===== config.mk =====
export PLATFORM = sky130hd
export DESIGN_NAME = ccm_chan_matcher
export DESIGN_NICKNAME = d
export VERILOG_FILES = /design/src/rtl/ccm_pkg.sv /design/src/rtl/ccm_field_match.sv /design/src/rtl/ccm_sat_cnt.sv /design/src/rtl/ccm_frame_fsm.sv /design/src/rtl/ccm_chan_matcher.sv
export SDC_FILE = /design/constraint.sdc
export NUM_CORES = 1
export LEC_CHECK = 0
export CAP_MARGIN = 20
export CORE_UTILIZATION = 35
export DETAILED_ROUTE_END_ITERATION = 10
export SYNTH_ARGS = -nofsm -noshare
export SYNTH_HDL_FRONTEND = slang
export SYNTH_SLANG_ARGS = --single-unit

===== constraint.sdc =====
create_clock -name clk -period 3.1 [get_ports clk]
set_clock_uncertainty 0.05 [all_clocks]
set_input_delay 0.62 -clock clk [delete_from_list [all_inputs] [get_ports clk]]
set_output_delay 0.62 -clock clk [all_outputs]
set_load 0.005 [all_outputs]

===== src/rtl/ccm_pkg.sv =====
`timescale 1ns/1ps
package ccm_pkg;
    typedef enum logic [2:0] {
        EV_FS   = 3'd0,
        EV_FE   = 3'd1,
        EV_LS   = 3'd2,
        EV_LE   = 3'd3,
        EV_LONG = 3'd4
    } ev_kind_t;

    localparam logic [2:0] A_CHMATCH = 3'd0;
    localparam logic [2:0] A_DTMATCH = 3'd1;
    localparam logic [2:0] A_OVRD    = 3'd2;
    localparam logic [2:0] A_XDIM    = 3'd3;
    localparam logic [2:0] A_YDIM    = 3'd4;
    localparam logic [2:0] A_STATUS  = 3'd5;

    localparam logic [5:0] DT_SUBST_RST = 6'h2e;
endpackage


===== src/rtl/ccm_field_match.sv =====
`timescale 1ns/1ps
module ccm_field_match #(
    parameter int W = 6
) (
    input  logic [W-1:0] key,
    input  logic [W-1:0] want,
    input  logic [W-1:0] care,
    output logic         hit
);
    assign hit = ~|((key ^ want) & care);
endmodule


===== src/rtl/ccm_sat_cnt.sv =====
`timescale 1ns/1ps
module ccm_sat_cnt #(
    parameter int W = 12
) (
    input  logic         clk,
    input  logic         rst_n,
    input  logic         clr,
    input  logic         inc,
    output logic [W-1:0] cnt
);
    localparam logic [W-1:0] TOP = '1;

    always_ff @(posedge clk or negedge rst_n) begin
        if (!rst_n)                  cnt <= '0;
        else if (clr)                cnt <= '0;
        else if (inc && cnt != TOP)  cnt <= cnt + 1'b1;
    end
endmodule


===== src/rtl/ccm_frame_fsm.sv =====
`timescale 1ns/1ps
module ccm_frame_fsm #(
    parameter int LINE_W = 32
) (
    input  logic              clk,
    input  logic              rst_n,
    input  logic              fs_i,
    input  logic              fe_i,
    input  logic              ls_i,
    input  logic [LINE_W-1:0] height_i,
    output logic              fe_bad_o
);
    typedef enum logic {ST_IDLE, ST_OPEN} fr_state_t;

    localparam logic [LINE_W-1:0] LMAX = '1;

    fr_state_t         state, nxt;
    logic [LINE_W-1:0] lines;

    // next state: T_START, T_RESTART, T_CLOSE, T_ORPHAN
    always_comb begin
        nxt = state;
        unique case (state)
            ST_IDLE: if (fs_i) nxt = ST_OPEN;
            ST_OPEN: if (fe_i) nxt = ST_IDLE;
        endcase
    end

    // state register and line count
    always_ff @(posedge clk or negedge rst_n) begin
        if (!rst_n) begin
            state <= ST_IDLE;
            lines <= '0;
        end else begin
            state <= nxt;
            if (fs_i)
                lines <= '0;
            else if (ls_i && state == ST_OPEN && lines != LMAX)
                lines <= lines + 1'b1;
        end
    end

    // outputs
    always_comb begin
        fe_bad_o = 1'b0;
        unique case (state)
            ST_IDLE: fe_bad_o = fe_i;
            ST_OPEN: fe_bad_o = fe_i && (lines != height_i);
        endcase
    end
endmodule


===== src/rtl/ccm_chan_matcher.sv =====
`timescale 1ns/1ps
module ccm_chan_matcher
    import ccm_pkg::*;
#(
    parameter int NSTREAM = 6,
    parameter int NVC     = 4,
    parameter int DT_W    = 6,
    parameter int DIM_W   = 32,
    parameter int CNT_W   = 12,
    parameter int BAD_W   = 8
) (
    input  logic        clk,
    input  logic        rst_n,
    input  logic        ev_valid,
    input  logic [2:0]  ev_kind,
    input  logic [2:0]  ev_stream,
    input  logic [1:0]  ev_vc,
    input  logic [5:0]  ev_dt,
    input  logic        cfg_we,
    input  logic [2:0]  cfg_addr,
    input  logic [31:0] cfg_wdata,
    output logic [31:0] rd_data,
    output logic        fwd_valid,
    output logic [2:0]  fwd_kind,
    output logic [5:0]  fwd_dt
);
    localparam int CH_W   = 2 * NSTREAM + 2 * NVC;
    localparam int DM_W   = 2 * DT_W;
    localparam int OV_W   = DT_W + 1;
    localparam int STAT_W = 2 * CNT_W + BAD_W;

    logic [NSTREAM-1:0] st_val, st_msk, stream_oh;
    logic [NVC-1:0]     vc_val, vc_msk, vc_oh;
    logic [DT_W-1:0]    dt_val, dt_msk, ovr_dt;
    logic               ovr_en;
    logic [DIM_W-1:0]   x_dim, y_dim;
    logic [CNT_W-1:0]   fs_cnt, fe_cnt;
    logic [BAD_W-1:0]   bad_cnt;
    logic [STAT_W-1:0]  status_w;
    logic               st_hit, vc_hit, dt_hit, hit, clr, fe_bad;

    for (genvar i = 0; i < NSTREAM; i++) begin : g_soh
        assign stream_oh[i] = (ev_stream == 3'(i));
    end
    for (genvar i = 0; i < NVC; i++) begin : g_voh
        assign vc_oh[i] = (ev_vc == 2'(i));
    end

    ccm_field_match #(.W(NSTREAM)) u_st (.key(stream_oh), .want(st_val), .care(st_msk), .hit(st_hit));
    ccm_field_match #(.W(NVC))     u_vc (.key(vc_oh),     .want(vc_val), .care(vc_msk), .hit(vc_hit));
    ccm_field_match #(.W(DT_W))    u_dt (.key(ev_dt),     .want(dt_val), .care(dt_msk), .hit(dt_hit));

    assign hit = ev_valid && st_hit && vc_hit && dt_hit;
    assign clr = cfg_we && (cfg_addr == A_STATUS);

    always_ff @(posedge clk or negedge rst_n) begin
        if (!rst_n) begin
            st_val <= '0;  st_msk <= '1;
            vc_val <= '0;  vc_msk <= '1;
            dt_val <= '0;  dt_msk <= '1;
            ovr_en <= 1'b0; ovr_dt <= DT_SUBST_RST;
            x_dim  <= '0;  y_dim  <= '0;
        end else if (cfg_we) begin
            unique case (cfg_addr)
                A_CHMATCH: {st_val, st_msk, vc_val, vc_msk} <= cfg_wdata[CH_W-1:0];
                A_DTMATCH: {dt_val, dt_msk} <= cfg_wdata[DM_W-1:0];
                A_OVRD:    {ovr_dt, ovr_en} <= cfg_wdata[OV_W-1:0];
                A_XDIM:    x_dim <= cfg_wdata[DIM_W-1:0];
                A_YDIM:    y_dim <= cfg_wdata[DIM_W-1:0];
                default:   ;
            endcase
        end
    end

    always_comb begin
        rd_data = '0;
        unique case (cfg_addr)
            A_CHMATCH: rd_data[CH_W-1:0]   = {st_val, st_msk, vc_val, vc_msk};
            A_DTMATCH: rd_data[DM_W-1:0]   = {dt_val, dt_msk};
            A_OVRD:    rd_data[OV_W-1:0]   = {ovr_dt, ovr_en};
            A_XDIM:    rd_data[DIM_W-1:0]  = x_dim;
            A_YDIM:    rd_data[DIM_W-1:0]  = y_dim;
            A_STATUS:  rd_data[STAT_W-1:0] = status_w;
            default:   ;
        endcase
    end

    ccm_frame_fsm #(.LINE_W(DIM_W)) u_fsm (
        .clk(clk), .rst_n(rst_n),
        .fs_i(hit && ev_kind == EV_FS),
        .fe_i(hit && ev_kind == EV_FE),
        .ls_i(hit && ev_kind == EV_LS),
        .height_i(y_dim),
        .fe_bad_o(fe_bad)
    );

    ccm_sat_cnt #(.W(CNT_W)) u_fs  (.clk(clk), .rst_n(rst_n), .clr(clr), .inc(hit && ev_kind == EV_FS), .cnt(fs_cnt));
    ccm_sat_cnt #(.W(CNT_W)) u_fe  (.clk(clk), .rst_n(rst_n), .clr(clr), .inc(hit && ev_kind == EV_FE), .cnt(fe_cnt));
    ccm_sat_cnt #(.W(BAD_W)) u_bad (.clk(clk), .rst_n(rst_n), .clr(clr), .inc(fe_bad), .cnt(bad_cnt));

    assign status_w = {bad_cnt, fe_cnt, fs_cnt};

    always_ff @(posedge clk or negedge rst_n) begin
        if (!rst_n) begin
            fwd_valid <= 1'b0;
            fwd_kind  <= '0;
            fwd_dt    <= '0;
        end else begin
            fwd_valid <= hit;
            fwd_kind  <= ev_kind;
            fwd_dt    <= ovr_en ? ovr_dt : ev_dt;
        end
    end
endmodule


# After elaboration in Yosys (flattened, before gate mapping)

Cells that the tools add are included.

Add/subtract/negate cells: 4
Eq/ne operators: 20
Muxes and demuxes: 17
Bitwise logic cells: 7
Reductions and logical operators: 32

Operator list:

| cell                                                                   | number |
|---|---|
| 32-bit two-way mux                                                     | 2 |
| 12-bit two-way mux                                                     | 4 |
| 7-bit one-hot mux with 6 select lines                                  | 1 |
| 12-bit one-hot mux with 3 select lines                                 | 1 |
| 32-bit by 1-bit adder with 32-bit output (second input constant)       | 1 |
| 32-bit != test                                                         | 1 |
| 32-bit != test (second input constant)                                 | 1 |
| 8-bit one-hot mux with 4 select lines                                  | 1 |
| 5-bit one-hot mux with 5 select lines                                  | 1 |
| 12-bit by 1-bit adder with 12-bit output (second input constant)       | 2 |
| 12-bit != test (second input constant)                                 | 2 |
| 8-bit two-way mux                                                      | 2 |
| 3-bit by 2-bit equality test with 1-bit output (second input constant) | 5 |
| 1-bit logical AND                                                      | 13 |
| 6-bit bitwise AND                                                      | 2 |
| 3-bit equality test (second input constant)                            | 4 |
| 6-bit OR reduction                                                     | 2 |
| 6-bit bitwise XOR                                                      | 2 |
| 2-bit AND reduction                                                    | 5 |
| 3-bit by 1-bit equality test with 1-bit output (second input constant) | 3 |
| 3-bit logical NOT                                                      | 3 |
| 8-bit by 1-bit adder with 8-bit output (second input constant)         | 1 |
| 8-bit != test (second input constant)                                  | 1 |
| 2-bit nonzero test                                                     | 4 |
| 11 further kinds                                                       | 16 |

Register bits: 178
Bits of input ports: 53
Output and inout bits: 42
Word-level logic and storage cells: 98

# Longest topological paths before layout

Depth after elaboration: 14
Gate-level depth with buffers: 11
Gate-level depth less buffers: 8

# By module

A second synthesis with hierarchy kept.

Cell total of the unflattened synthesis: 849
Area, all modules: 9771.9 µm²

Modules (own cells, without submodules):

| module                      | times used | cells an instance | area an instance (µm²) | seq. area each (µm²) |
|---|---|---|---|---|
| ccm_chan_matcher            | 1          | 395               | 5461.5                 | 2852.7 |
| ccm_frame_fsm               | 1          | 239               | 2195.9                 | 825.8 |
| ccm_sat_cnt at u_fe ...     | 2          | 70                | 714.4                  | 300.3 |
| ccm_sat_cnt at u_bad        | 1          | 49                | 464.2                  | 200.2 |
| ccm_field_match at u_dt ... | 2          | 10                | 81.3                   | 0.0 |
| ccm_field_match at u_vc     | 1          | 6                 | 58.8                   | 0.0 |

# Least setup slack after synthesis

Ideal clock, no wire load.

Kind: input to output
Start point: in cfg_addr[0]
End point: out rd_data[0]
Data arrival time: 2186 ps
Data required time: 2430 ps
Slack: 244 ps
Cell stages on the path: 5
Path buffers: 3
Cells stage by stage: clkbuf_1 > clkbuf_1 > clkbuf_1 > mux2i_1 > o221ai_1

Longest elaborated chain between the ends: 2
Elaborated cells on any way between the ends: 7
Classes of those cells: 5 x eq/ne; 1 x mux; 1 x reduce/logical

Ends and longest elaborated chain:

| what                                              | RTL line               | source |
|---|---|---|
| from (decl)                                       | ccm_chan_matcher.sv:20 | `input logic [2:0] cfg_addr,` |
| 3-bit equality test, or another cell as far along | ccm_chan_matcher.sv:77 | `unique case (cfg_addr)` |
| 7-bit one-hot mux with 6 select lines *           | ccm_chan_matcher.sv:77 |  |
| to (decl)                                         | ccm_chan_matcher.sv:22 | `output logic [31:0] rd_data,` |

Every way passes the cells marked *; elsewhere a longest branch is shown, timed or not.

# Worst setup path in the final report

Start point: in cfg_addr[1]
End point: out rd_data[11]

Longest elaborated chain between the ends: 2
Elaborated cells on any way between the ends: 6
Classes of those cells: 4 x eq/ne; 1 x mux; 1 x reduce/logical

Ends and longest elaborated chain:

| what                                              | RTL line |
|---|---|
| 3-bit equality test, or another cell as far along | ccm_chan_matcher.sv:77 |
| 5-bit one-hot mux with 5 select lines *           | ccm_chan_matcher.sv:77 |

Marks and branches as above.

==> Flow_metrics.wiki <==
{| class="wikitable"
! Metric !! Value
|-
| Leakage power || 0.00520 µW
|-
| Remaining number of nets flagged by the antenna check after routing || 0
|-
| Clock Sink Count || 178
|-
| Number of synthesis warnings || 0
|-
| Fraction of synthesized cell area taken by the top area cell type || between 40 and 50%
|-
| Number of inserted diodes || 0
|-
| Hold Worst Slack || 162 ps
|-
| Switching part of the total power || 29.1%
|-
| Height of the die || 166 µm
|-
| Average vias per placed instance || 5.68
|-
| CP Capture Type || output pin
|-
| Post-route cell area || ~12000 µm²
|-
| Worst-case clock buffer depth || 2
|-
| Core footprint || 26200 µm²
|-
| Clock tree from TritonCTS || done
|-
| Chip width || 166 µm
|-
| Proportion of layout cells with a drive suffix above 1 || 26.4%
|-
| Data arrival, critical path || 2380 ps
|-
| GRT Residual Overflow || 0
|-
| Sequential area share after synthesis || 47.7%
|-
| Distinct cell type count after synthesis || 55
|-
| Number of global-route vias before repair || 7410
|-
| Total Routing Usage GR || 20.2%
|-
| Comb power frac || 18.6%
|-
| Total met3 wirelength after detailed routing || ~1.4 mm
|-
| Result of the run || complete, but fails checks
|-
| Worst VDD drop || 325 µV
|-
| Count of mapped cells out of synthesis || ~870
|-
| Class of the most critical setup path || in -> out
|-
| Primary flip-flop cell chosen by synthesis mapping || sky130_fd_sc_hd__dfrtp_1
|-
| Final number of setup-violating endpoints || 0
|-
| Peak clock frequency supported by timing || 0.327 GHz
|-
| Average wire per cell in the routed design || between 20 and 25 µm
|-
| Most numerous cell types in the synthesized netlist || sky130_fd_sc_hd__dfrtp_1, sky130_fd_sc_hd__mux2_2, sky130_fd_sc_hd__a21oi_1
|-
| Final Routed Wirelength || 27.1 mm
|-
| Final total negative setup slack || 0 ps
|-
| Top-count cell post-synth || sky130_fd_sc_hd__dfrtp_1
|-
| Clock slew at the register clock pins of the worst setup and hold paths || 80 ps
|-
| Instance area after placement || ~11000 µm²
|-
| Hold crit path type || in -> async
|-
| Placement-stage worst setup slack || -509 ps
|-
| Signed area change from the synthesized netlist to the final layout || 26.9%
|-
| Overall die area || roughly 28000 µm²
|-
| Post-synth ARST share || 100%
|-
| CTS Hold Bufs || 0
|-
| Depth of the CTS H-tree || 4
|-
| Post-synthesis area per instance || 10.8 µm²
|-
| Critical path launch point type || input port
|-
| Cell Area, Synth || 9400 µm²
|-
| Post-synthesis cell type with the largest combined area || sky130_fd_sc_hd__dfrtp_1
|-
| Worst-margin pin slew || 928 ps
|-
| Share of the clock period used by the worst path || 98.5%
|-
| Crit Path Max Fanout || 13
|-
| RSZ-0062 raised after global routing || no
|-
| Remaining routing DRC violations || 3
|-
| Cts bufs inserted || 17
|-
| WP data required || 2430 ps
|-
| Power density relative to cell area || 537 nW/µm²
|-
| IO buf count || 94
|-
| Clock network fraction of total power || 34.1%
|-
| Global-route wire length before repair || 43.0 mm
|-
| HPWL after detailed placement || 20.0 mm
|-
| Top layer in use || met4
|-
| Post-Synthesis Net Count || about 930
|-
| Total number of vias || about 7700
|-
| Number of hold violations in the final report || 0
|-
| Antenna violations before repair || 0
|-
| Effective utilization at floorplan || between 30 and 40%
|-
| Cell chosen for the clock root || sky130_fd_sc_hd__clkbuf_16
|-
| Switching power of the nets || 1870 µW
|-
| Final count of pins violating max slew || 0
|-
| Net total in the final layout || 1063
|-
| Metal2 WL || roughly 13 mm
|-
| Routed met1 length || 12.7 mm
|-
| Clock period minus final worst setup slack || 3050 ps
|-
| Number of detailed-route iterations in the first pass || 9
|-
| Count of flip-flops with a built-in enable after synthesis || 0
|-
| Flip-flop and latch count after synthesis || roughly 180
|-
| Clock network latency to the later pin of the worst-skew pair || approximately 440 ps
|-
| Failing checks || DRC
|-
| Site Rows || 59
|-
| Final setup margin || between 40 and 50 ps
|-
| Internal power || roughly 4500 µW
|-
| Largest net degree at the start of global routing || 76
|-
| Last weighted congestion value of the routability-driven placer || ~0.87
|-
| Number of max-cap violations || 0
|-
| Ports placed on the boundary || 95
|-
| Starting DRC count in detailed routing || 585
|-
| Synth top area cells || sky130_fd_sc_hd__dfrtp_1, sky130_fd_sc_hd__mux2_2, sky130_fd_sc_hd__dfstp_2, sky130_fd_sc_hd__xor2_1, sky130_fd_sc_hd__mux2i_1
|-
| Part of the total power dissipated in sequential elements || 47.3%
|-
| Worst slew margin relative to its limit || 38.1%
|}
## final timing paths
path                                       start                     endpoint  slack (ps)  depth (start not counted)
max                                  cfg_addr[1]                  rd_data[11]          50                          7
min                                        rst_n          fwd_dt[1]$_DFF_PN0_         160                          1
min reg2reg                 x_dim[3]$_DFFE_PN0P_         x_dim[3]$_DFFE_PN0P_         460                          1
min in group clk            x_dim[3]$_DFFE_PN0P_         x_dim[3]$_DFFE_PN0P_         460                          1
max in group asynchronous                  rst_n  u_fsm.lines[25]$_DFFE_PN0P_        1960                          2
max reg2reg                vc_val[3]$_DFFE_PN0P_      u_fs.cnt[3]$_DFFE_PN0P_         310                          8
## cells in the final DEF (no fill, tap or decap), types with 5 or more instances in the layout
| cell | netlist | final |
|---|---|---|
| sky130_fd_sc_hd__a21oi_1 | 59 | 57 |
| sky130_fd_sc_hd__a22oi_1 | 20 | 18 |
| sky130_fd_sc_hd__and3_1 | 7 | 7 |
| sky130_fd_sc_hd__and4_1 | 8 | 8 |
| sky130_fd_sc_hd__buf_4 | 0 | 67 |
| sky130_fd_sc_hd__clkbuf_16 | 0 | 18 |
| sky130_fd_sc_hd__clkdlybuf4s50_1 | 0 | 61 |
| sky130_fd_sc_hd__dfrtp_1 | 158 | 158 |
| sky130_fd_sc_hd__dfstp_2 | 20 | 20 |
| sky130_fd_sc_hd__dlygate4sd2_1 | 0 | 6 |
| sky130_fd_sc_hd__dlymetal6s2s_1 | 0 | 25 |
| sky130_fd_sc_hd__inv_1 | 18 | 18 |
| sky130_fd_sc_hd__inv_6 | 0 | 5 |
| sky130_fd_sc_hd__mux2_2 | 109 | 109 |
| sky130_fd_sc_hd__mux2i_1 | 30 | 30 |
| sky130_fd_sc_hd__mux4_2 | 6 | 6 |
| sky130_fd_sc_hd__nand2_1 | 55 | 55 |
| sky130_fd_sc_hd__nand2b_1 | 6 | 6 |
| sky130_fd_sc_hd__nand3_1 | 26 | 26 |
| sky130_fd_sc_hd__nand4_1 | 16 | 16 |
| sky130_fd_sc_hd__nor2_1 | 25 | 22 |
| sky130_fd_sc_hd__nor4_1 | 12 | 11 |
| sky130_fd_sc_hd__o21ai_0 | 36 | 33 |
| sky130_fd_sc_hd__o22ai_1 | 17 | 14 |
| sky130_fd_sc_hd__o31ai_1 | 40 | 40 |
| sky130_fd_sc_hd__or3_1 | 20 | 20 |
| sky130_fd_sc_hd__or4_1 | 36 | 35 |
| sky130_fd_sc_hd__xnor2_1 | 9 | 9 |
| sky130_fd_sc_hd__xor2_1 | 38 | 38 |
## repair_timing
| action | 4_1_cts | 5_1_grt |
|---|---|---|
| gates cloned | 0 | 1 |
| pin swaps | 6 | 10 |
| setup endpoints to repair | 26 | 58 |
| buffers inserted | 0 | 2 |
| gates resized for setup | 17 | 38 |
## layer usage
metal	global-route usage, %	up-vias
met5	0	-
met4	5.73	0
met3	3.31	21
met2	31.1	210
met1	29.2	3911
li1	-	3548
## worst max-delay path, cell delays in order
cell and delay [ps]:
sky130_fd_sc_hd__clkdlybuf4s50_1 450, sky130_fd_sc_hd__buf_12 170, sky130_fd_sc_hd__and2_1 150, sky130_fd_sc_hd__buf_4 150
sky130_fd_sc_hd__a22oi_2 260, sky130_fd_sc_hd__o22ai_2 120, sky130_fd_sc_hd__clkdlybuf4s50_1 460
## registers in the layout (all words and copies together), names as in the netlist, 8 cells and up
signal	count
u_bad.cnt	8
u_fe.cnt	12
u_fs.cnt	12
u_fsm.lines	32
x_dim	32
y_dim	32
## metrics by stage
stage | utilization, % | cells | total power, µW
floorplan | - | 872 | 3620
global placement | 42.6 | 1319 | 4230
CTS | 44.9 | 1351 | 6450
detailed placement | 42.6 | 1319 | 4260
global route | 45.5 | 1354 | 6690
finish | 45.5 | 1354 | 6410
## area by class of cell
type                            count  area, µm²
Sequential cell                   178       4480
Clock buffer                       17        425
Multi-Input combinational cell    621       4720
Clock inverter                     15        163
Tap cell                          335        419
Timing Repair Buffer              170       1650
Fill cell                        2427      14300
Inverter                           18       67.6
## power groups by stage
| stage | combinational [µW] | sequential, µW | clock, µW |
|---|---|---|---|
| global route | 1300 | 3080 | 2310 |
| floorplan | 691 | 2930 | 0 |
| detailed placement | 1190 | 3070 | 0 |
| global placement | 1170 | 3060 | 0 |
| CTS | 1200 | 3030 | 2220 |
| finish | 1190 | 3030 | 2180 |
## kinds of logic after synthesis
family                   Yosys count  synth area share [%]
flip-flops                       178                  47.7
AO/OA/AOI/OAI                    190                  12.6
XOR/XNOR                          47                  4.38
multiplexers                     145                  17.7
AND/OR/NAND/NOR                  235                  14.0
adder cells (fa/ha/maj)            4                 0.532
buffers and inverters             73                  3.10
Power figures use the tool's default switching activity.
